<file path="config.mk">
export PLATFORM = sky130hd
export DESIGN_NAME = lpc_dma_req_seq
export DESIGN_NICKNAME = d
export VERILOG_FILES = /design/src/rtl/lpc_dreq_pkg.sv /design/src/rtl/lpc_dreq_msg.sv /design/src/rtl/lpc_dreq_gap.sv /design/src/rtl/lpc_dreq_sync.sv /design/src/rtl/lpc_dma_req_seq.sv
export SDC_FILE = /design/constraint.sdc
export NUM_CORES = 1
export LEC_CHECK = 0
export ABC_AREA = 1
export CAP_MARGIN = 20
export CORE_MARGIN = 1
export CORE_UTILIZATION = 51
export CTS_BUF_LIST = sky130_fd_sc_hd__clkbuf_8
export CTS_CLUSTER_SIZE = 24
export DETAILED_ROUTE_END_ITERATION = 10
export PLACE_DENSITY_LB_ADDON = 0.08
export SKIP_LAST_GASP = 1
export SYNTH_ARGS = -nofsm -noshare
export SYNTH_HDL_FRONTEND = slang
export SYNTH_SLANG_ARGS = --single-unit
</file>
<file path="constraint.sdc">
create_clock -name clk -period 1.5 [get_ports clk]
set_input_delay 0.15 -clock clk [delete_from_list [all_inputs] [get_ports clk]]
set_output_delay 0.15 -clock clk [all_outputs]
set_load 0.01 [all_outputs]
</file>
<file path="src/rtl/lpc_dreq_pkg.sv">
package lpc_dreq_pkg;

    typedef enum logic [2:0] {
        ST_IDLE,
        ST_MSG,
        ST_WAIT,
        ST_XFER,
        ST_HOLD
    } seq_state_e;

    localparam logic [3:0] SYNC_DONE     = 4'b0000;
    localparam logic [3:0] SYNC_DONE_ERR = 4'b1010;
    localparam logic [3:0] SYNC_MORE     = 4'b1001;

    typedef struct packed {
        logic [3:0] code;
        logic       last;
    } sync_pick_t;

    function automatic sync_pick_t pick_sync(input logic few_left,
                                             input logic first_wide,
                                             input logic err);
        sync_pick_t p;
        if (first_wide || !few_left) begin
            p.code = SYNC_MORE;
            p.last = 1'b0;
        end else begin
            p.code = err ? SYNC_DONE_ERR : SYNC_DONE;
            p.last = 1'b1;
        end
        return p;
    endfunction

endpackage

</file>
<file path="src/rtl/lpc_dreq_msg.sv">
module lpc_dreq_msg #(
    parameter int CH_W = 3
) (
    input  logic            clk,
    input  logic            rst,
    input  logic            go,
    input  logic [CH_W-1:0] chan,
    output logic            line,
    output logic            done
);
    localparam int IW = $clog2(CH_W + 2);
    localparam logic [IW-1:0] LAST_I = IW'(CH_W + 1);

    logic            act;
    logic [IW-1:0]   idx;
    logic [CH_W-1:0] sh;

    always_ff @(posedge clk) begin
        if (rst) begin
            act <= 1'b0;
            idx <= '0;
            sh  <= '0;
        end else if (go) begin
            act <= 1'b1;
            idx <= '0;
            sh  <= chan;
        end else if (act) begin
            if (idx == LAST_I) begin
                act <= 1'b0;
            end else begin
                idx <= idx + 1'b1;
                if (idx != '0) sh <= sh >> 1;
            end
        end
    end

    always_comb begin
        if (!act)              line = 1'b1;
        else if (idx == '0)    line = 1'b0;
        else if (idx == LAST_I) line = 1'b1;
        else                   line = sh[0];
    end

    assign done = act && (idx == LAST_I);

endmodule

</file>
<file path="src/rtl/lpc_dreq_gap.sv">
module lpc_dreq_gap #(
    parameter int GAP = 8
) (
    input  logic clk,
    input  logic rst,
    input  logic load,
    output logic expired
);
    localparam int CW = (GAP > 2) ? $clog2(GAP) : 1;
    localparam logic [CW-1:0] TOP = CW'(GAP - 1);

    logic [CW-1:0] cnt;

    always_ff @(posedge clk) begin
        if (rst)              cnt <= '0;
        else if (load)        cnt <= TOP;
        else if (cnt != '0)   cnt <= cnt - 1'b1;
    end

    assign expired = (cnt == '0);

endmodule

</file>
<file path="src/rtl/lpc_dreq_sync.sv">
module lpc_dreq_sync
    import lpc_dreq_pkg::*;
(
    input  logic       clk,
    input  logic       rst,
    input  logic       fire,
    input  sync_pick_t pick,
    output logic       vld,
    output logic [3:0] code
);
    always_ff @(posedge clk) begin
        if (rst) begin
            vld  <= 1'b0;
            code <= SYNC_DONE;
        end else begin
            vld <= fire;
            if (fire) code <= pick.code;
        end
    end

    AST_SYNC_LEGAL: assert property (@(posedge clk) disable iff (rst)
        vld |-> (code == SYNC_MORE || code == SYNC_DONE || code == SYNC_DONE_ERR));

endmodule

</file>
<file path="src/rtl/lpc_dma_req_seq.sv">
module lpc_dma_req_seq
    import lpc_dreq_pkg::*;
#(
    parameter int CH_W  = 3,
    parameter int CNT_W = 8,
    parameter int GAP   = 8
) (
    input  logic             clk,
    input  logic             rst,
    input  logic [CH_W-1:0]  my_chan,
    input  logic [CNT_W-1:0] bytes_pending,
    input  logic             demand_mode,
    input  logic             data_err,
    input  logic             grant_start,
    input  logic             grant_match,
    input  logic             grant_wide,
    input  logic             byte_slot,
    output logic             ldrq_n,
    output logic             sync_vld,
    output logic [3:0]       sync_code,
    output logic             busy
);
    localparam int SW = $clog2(GAP + 1) + 1;

    seq_state_e state;
    logic       cont_q;
    logic       wide_q;
    logic       slot2_q;

    logic       have_data;
    logic       few_left;
    logic       first_wide;
    logic       accept;
    logic       go;
    logic       msg_done;
    logic       gap_load;
    logic       gap_exp;
    logic       fire;
    sync_pick_t pick;

    assign have_data  = (bytes_pending != '0);
    assign few_left   = (bytes_pending <= CNT_W'(1));
    assign first_wide = wide_q && !slot2_q;
    assign pick       = pick_sync(few_left, first_wide, data_err);
    assign accept     = (state == ST_WAIT) && grant_start &&
                        (grant_match || (cont_q && demand_mode));
    assign fire       = (state == ST_XFER) && byte_slot;
    assign gap_load   = fire && pick.last;
    assign go         = have_data &&
                        ((state == ST_IDLE) || (state == ST_HOLD && gap_exp));

    always_ff @(posedge clk) begin
        if (rst) begin
            state   <= ST_IDLE;
            cont_q  <= 1'b0;
            wide_q  <= 1'b0;
            slot2_q <= 1'b0;
        end else begin
            unique case (state)
                ST_IDLE: if (go) state <= ST_MSG;
                ST_MSG: if (msg_done) begin
                    state  <= ST_WAIT;
                    cont_q <= 1'b0;
                end
                ST_WAIT: if (accept) begin
                    state   <= ST_XFER;
                    wide_q  <= grant_wide;
                    slot2_q <= 1'b0;
                end
                ST_XFER: if (fire) begin
                    if (pick.last) begin
                        state <= ST_HOLD;
                    end else if (first_wide) begin
                        slot2_q <= 1'b1;
                    end else begin
                        state  <= ST_WAIT;
                        cont_q <= 1'b1;
                    end
                end
                ST_HOLD: if (gap_exp) state <= go ? ST_MSG : ST_IDLE;
                default: state <= ST_IDLE;
            endcase
        end
    end

    lpc_dreq_msg #(.CH_W(CH_W)) u_msg (
        .clk  (clk),
        .rst  (rst),
        .go   (go),
        .chan (my_chan),
        .line (ldrq_n),
        .done (msg_done)
    );

    lpc_dreq_gap #(.GAP(GAP)) u_gap (
        .clk     (clk),
        .rst     (rst),
        .load    (gap_load),
        .expired (gap_exp)
    );

    lpc_dreq_sync u_sync (
        .clk  (clk),
        .rst  (rst),
        .fire (fire),
        .pick (pick),
        .vld  (sync_vld),
        .code (sync_code)
    );

    assign busy = (state != ST_IDLE);

    // cycles since an ending code was shown, saturating
    logic [SW-1:0] since_end;
    always_ff @(posedge clk) begin
        if (rst)                                   since_end <= SW'(GAP);
        else if (sync_vld && sync_code != SYNC_MORE) since_end <= '0;
        else if (since_end < SW'(GAP))             since_end <= since_end + 1'b1;
    end

    AST_LINE_QUIET: assert property (@(posedge clk) disable iff (rst)
        (state != ST_MSG) |-> ldrq_n);

    AST_REQ_HELD: assert property (@(posedge clk) disable iff (rst)
        (state == ST_WAIT) |=> (state == ST_WAIT || state == ST_XFER));

    AST_NO_END_FIRST: assert property (@(posedge clk) disable iff (rst)
        (fire && first_wide) |=> (sync_vld && sync_code == SYNC_MORE));

    AST_HOLDOFF_GAP: assert property (@(posedge clk) disable iff (rst)
        $fell(ldrq_n) |-> (since_end >= SW'(GAP - 1)));

    AST_SYNC_AFTER_SLOT: assert property (@(posedge clk) disable iff (rst)
        fire |=> sync_vld);

endmodule

</file>
==> run metrics <==
DR iter-0 viols=18; Max Cap Viol=0; Die Span X=49.1 um; Reg2Reg Launch Point=u_msg.idx[0]; final worst slack=86.4 ps; LEAKAGE=0.704 nW; CTS sink cnt=20; Clock transition at path regs=70 ps; num ports=26; Peak Freq=707 MHz; type of the worst setup path=reg -> reg; Critical Path Fanout Max=4; final setup fails=0; post-synthesis adder-cell area fraction=4.42%; post-synthesis mux area share=0%; Crit path required time=1700 ps; post-route cell area=0.00155 mm2; largest family of logic cells by synthesized area=simple AND/OR/NAND/NOR gates; EDFF count, synth=0; Unique masters post-synth=29; most instantiated cells after synthesis=nand2_1 (34), inv_1 (29), dfxtp_1 (20); CTS Buf Count=3; Area after DPL=0.00146 mm2; Starting Density=56.1%; Area Overhead vs Synth=37.1%; die outline height=49.1 um; Clk Latency, worst-skew pair=260 ps; CTS Root Cell=clkbuf_8; count leader, synth=nand2_1; area occupied by multi-input gates=611 um2; pin count of the biggest net entering global routing=13; crit end category=flop; Synth Area in Simple Gates=34.5%; Tot Pwr=0.00242 W; post-DP HPWL=1940 um; Async SR Flop Fraction=0%; post-route ant nets=0; vias per cell=4.95; core box area=0.00202 mm2; initial antenna violation count=0; # fillers=150; RSZ-0062 raised after global routing=true; drt drc=0; setup TNS=0 ps; Crit. Startpoint=u_msg.idx[0]; DP Worst Slack=-42.1 ps; total gr overflow=0; hold path cells=2; number of H-tree levels=1; first-pass GRT wire length=4460 um; WL per Instance=11.3 um; top post-synthesis cells by area=dfxtp_1 (35%), nand2_1 (11%), inv_1 (9.6%), nand3_1 (5.7%), nor2_1 (5.3%); post-synthesis xor/xnor area fraction=0.773%; Total GRT Usage=23.4%; leading area contributor after synthesis=dfxtp_1; layout cell share with drive strength beyond 1=21.2%; critical register-to-register path endpoint=u_msg.idx[2]; worst-case clock skew=0.709 ps; outcome=finished clean; compound-cell area share of the yosys netlist=12.8%; final-report hold violation count=0; fin crit period=1410 ps; total number of vias=1,138; HP Start=cont_q; R2R setup slack=90 ps; IO Port Bufs=24; Synth Instances=167; HP Class=reg -> reg; WHS Endpoint=cont_q; vias in the first global route=1,106; Cell Pwr Density=1560 mW/mm2; register area=407 um2; Mean Syn Cell Area=6.79 um2; share of the synthesized area in the top cell type=35.3%; Arr. time, crit path=1610 ps; Row Count=16; FF+latch count, synth=20; period utilization=94.2%; r2r worst-path depth=9; WL final=2600 um; GPL Wtd Cong=0.765; CTS tree=built; Post-Syn Area=0.00113 mm2; Syn. warnings=0; CTS max path bufs=2; Synth Flop Type=dfxtp_1; DRT Pass-1 Iters=6; CP Launch Type=flop; Final Util=76.9%; Layout Nets=227; antenna cells=0; post-synthesis sequential area ratio=35.3%; fin. max-slew vios=0; hold_buf cts=0; Peak VDD IR=1.30 mV; syn_nets=190; die area=0.00242 mm2
[worst max path at each step]
stage,endpoint,slack [ps],depth (start not counted)
3_5_place_dp,state[2],-40,10
3_3_place_gp,ldrq_n,10,7
4_1_cts,ldrq_n,-10,7
5_1_grt,u_msg.idx[2],-30,9
2_1_floorplan,u_msg.idx[2],170,8
6_report,u_msg.idx[2],90,9
[worst max-delay path, cell delays in order, from the launching register on]
cell and delay (ps):
dfxtp_2 330, inv_1 50, ha_2 190, nand2_1 60, inv_1 50, nor2_2 90
buf_4 130, nand2_1 60, or2_2 280, a21oi_2 120
[sequential cells by signal, summed over array words and instances, names as in the netlist]
name,cells
u_msg.act,1
u_sync.vld,1
wide_q,1
u_msg.idx,3
cont_q,1
u_msg.sh,3
u_sync.code,3
state,3
slot2_q,1
u_gap.cnt,3
[metal layers]
| metal | vias to the layer above | track usage, % | routed length (um) |
|---|---|---|---|
| met5 | - | 0 | 0 |
| met4 | 0 | 4.90 | 16 |
| met3 | 2 | 3.43 | 118 |
| met2 | 24 | 43.4 | 1250 |
| met1 | 519 | 28.0 | 1210 |
| li1 | 593 | - | - |
[repair_timing]
action,4_1_cts,5_1_grt
pin swaps,0,2
resized for setup,8,6
setup buffers,0,2
setup endpoints to repair,3,5
[final cells by class]
cell class | instances | area share [%]
clock inverter | 1 | 1.93
multi-input combinational | 113 | 39.3
clock buffer | 3 | 2.66
tap | 27 | 2.17
timing repair buffer | 34 | 19.9
sequential | 20 | 26.2
inverter | 32 | 7.89
[stage by stage]
stage | std cells | hold WS (ps)
floorplan | 167 | 219
CTS | 228 | 467
global placement | 224 | 450
detailed placement | 224 | 455
finish | 230 | 470
global route | 230 | 482
[where the power goes]
part / leakage [nW] / switching (W) / internal [W]
Sequential: 0.166 / 0.0000912 / 0.000674
Clock: 0.0357 / 0.000183 / 0.000356
Combinational: 0.502 / 0.000628 / 0.000487
[placed cells by master (no fill, tap or decap), types with 4 or more instances in the layout]
cell type and n:
a21oi_1 10, buf_4 10, clkdlybuf4s50_1 22, dfxtp_1 15, dfxtp_2 5, inv_1 28
nand2_1 34, nand2_2 4, nand3_1 13, nor2_1 16, nor2_2 4, o21ai_0 5
[kinds of logic after synthesis]
group	after synthesis
and+or+nand+nor	83
DFF	20
AOI/OAI and AO/OA	24
adders and majority gates	4
buffers and inverters	34
xor gates and xnor gates	1
other	1
No activity file was read; power rests on OpenSTA's default activity.
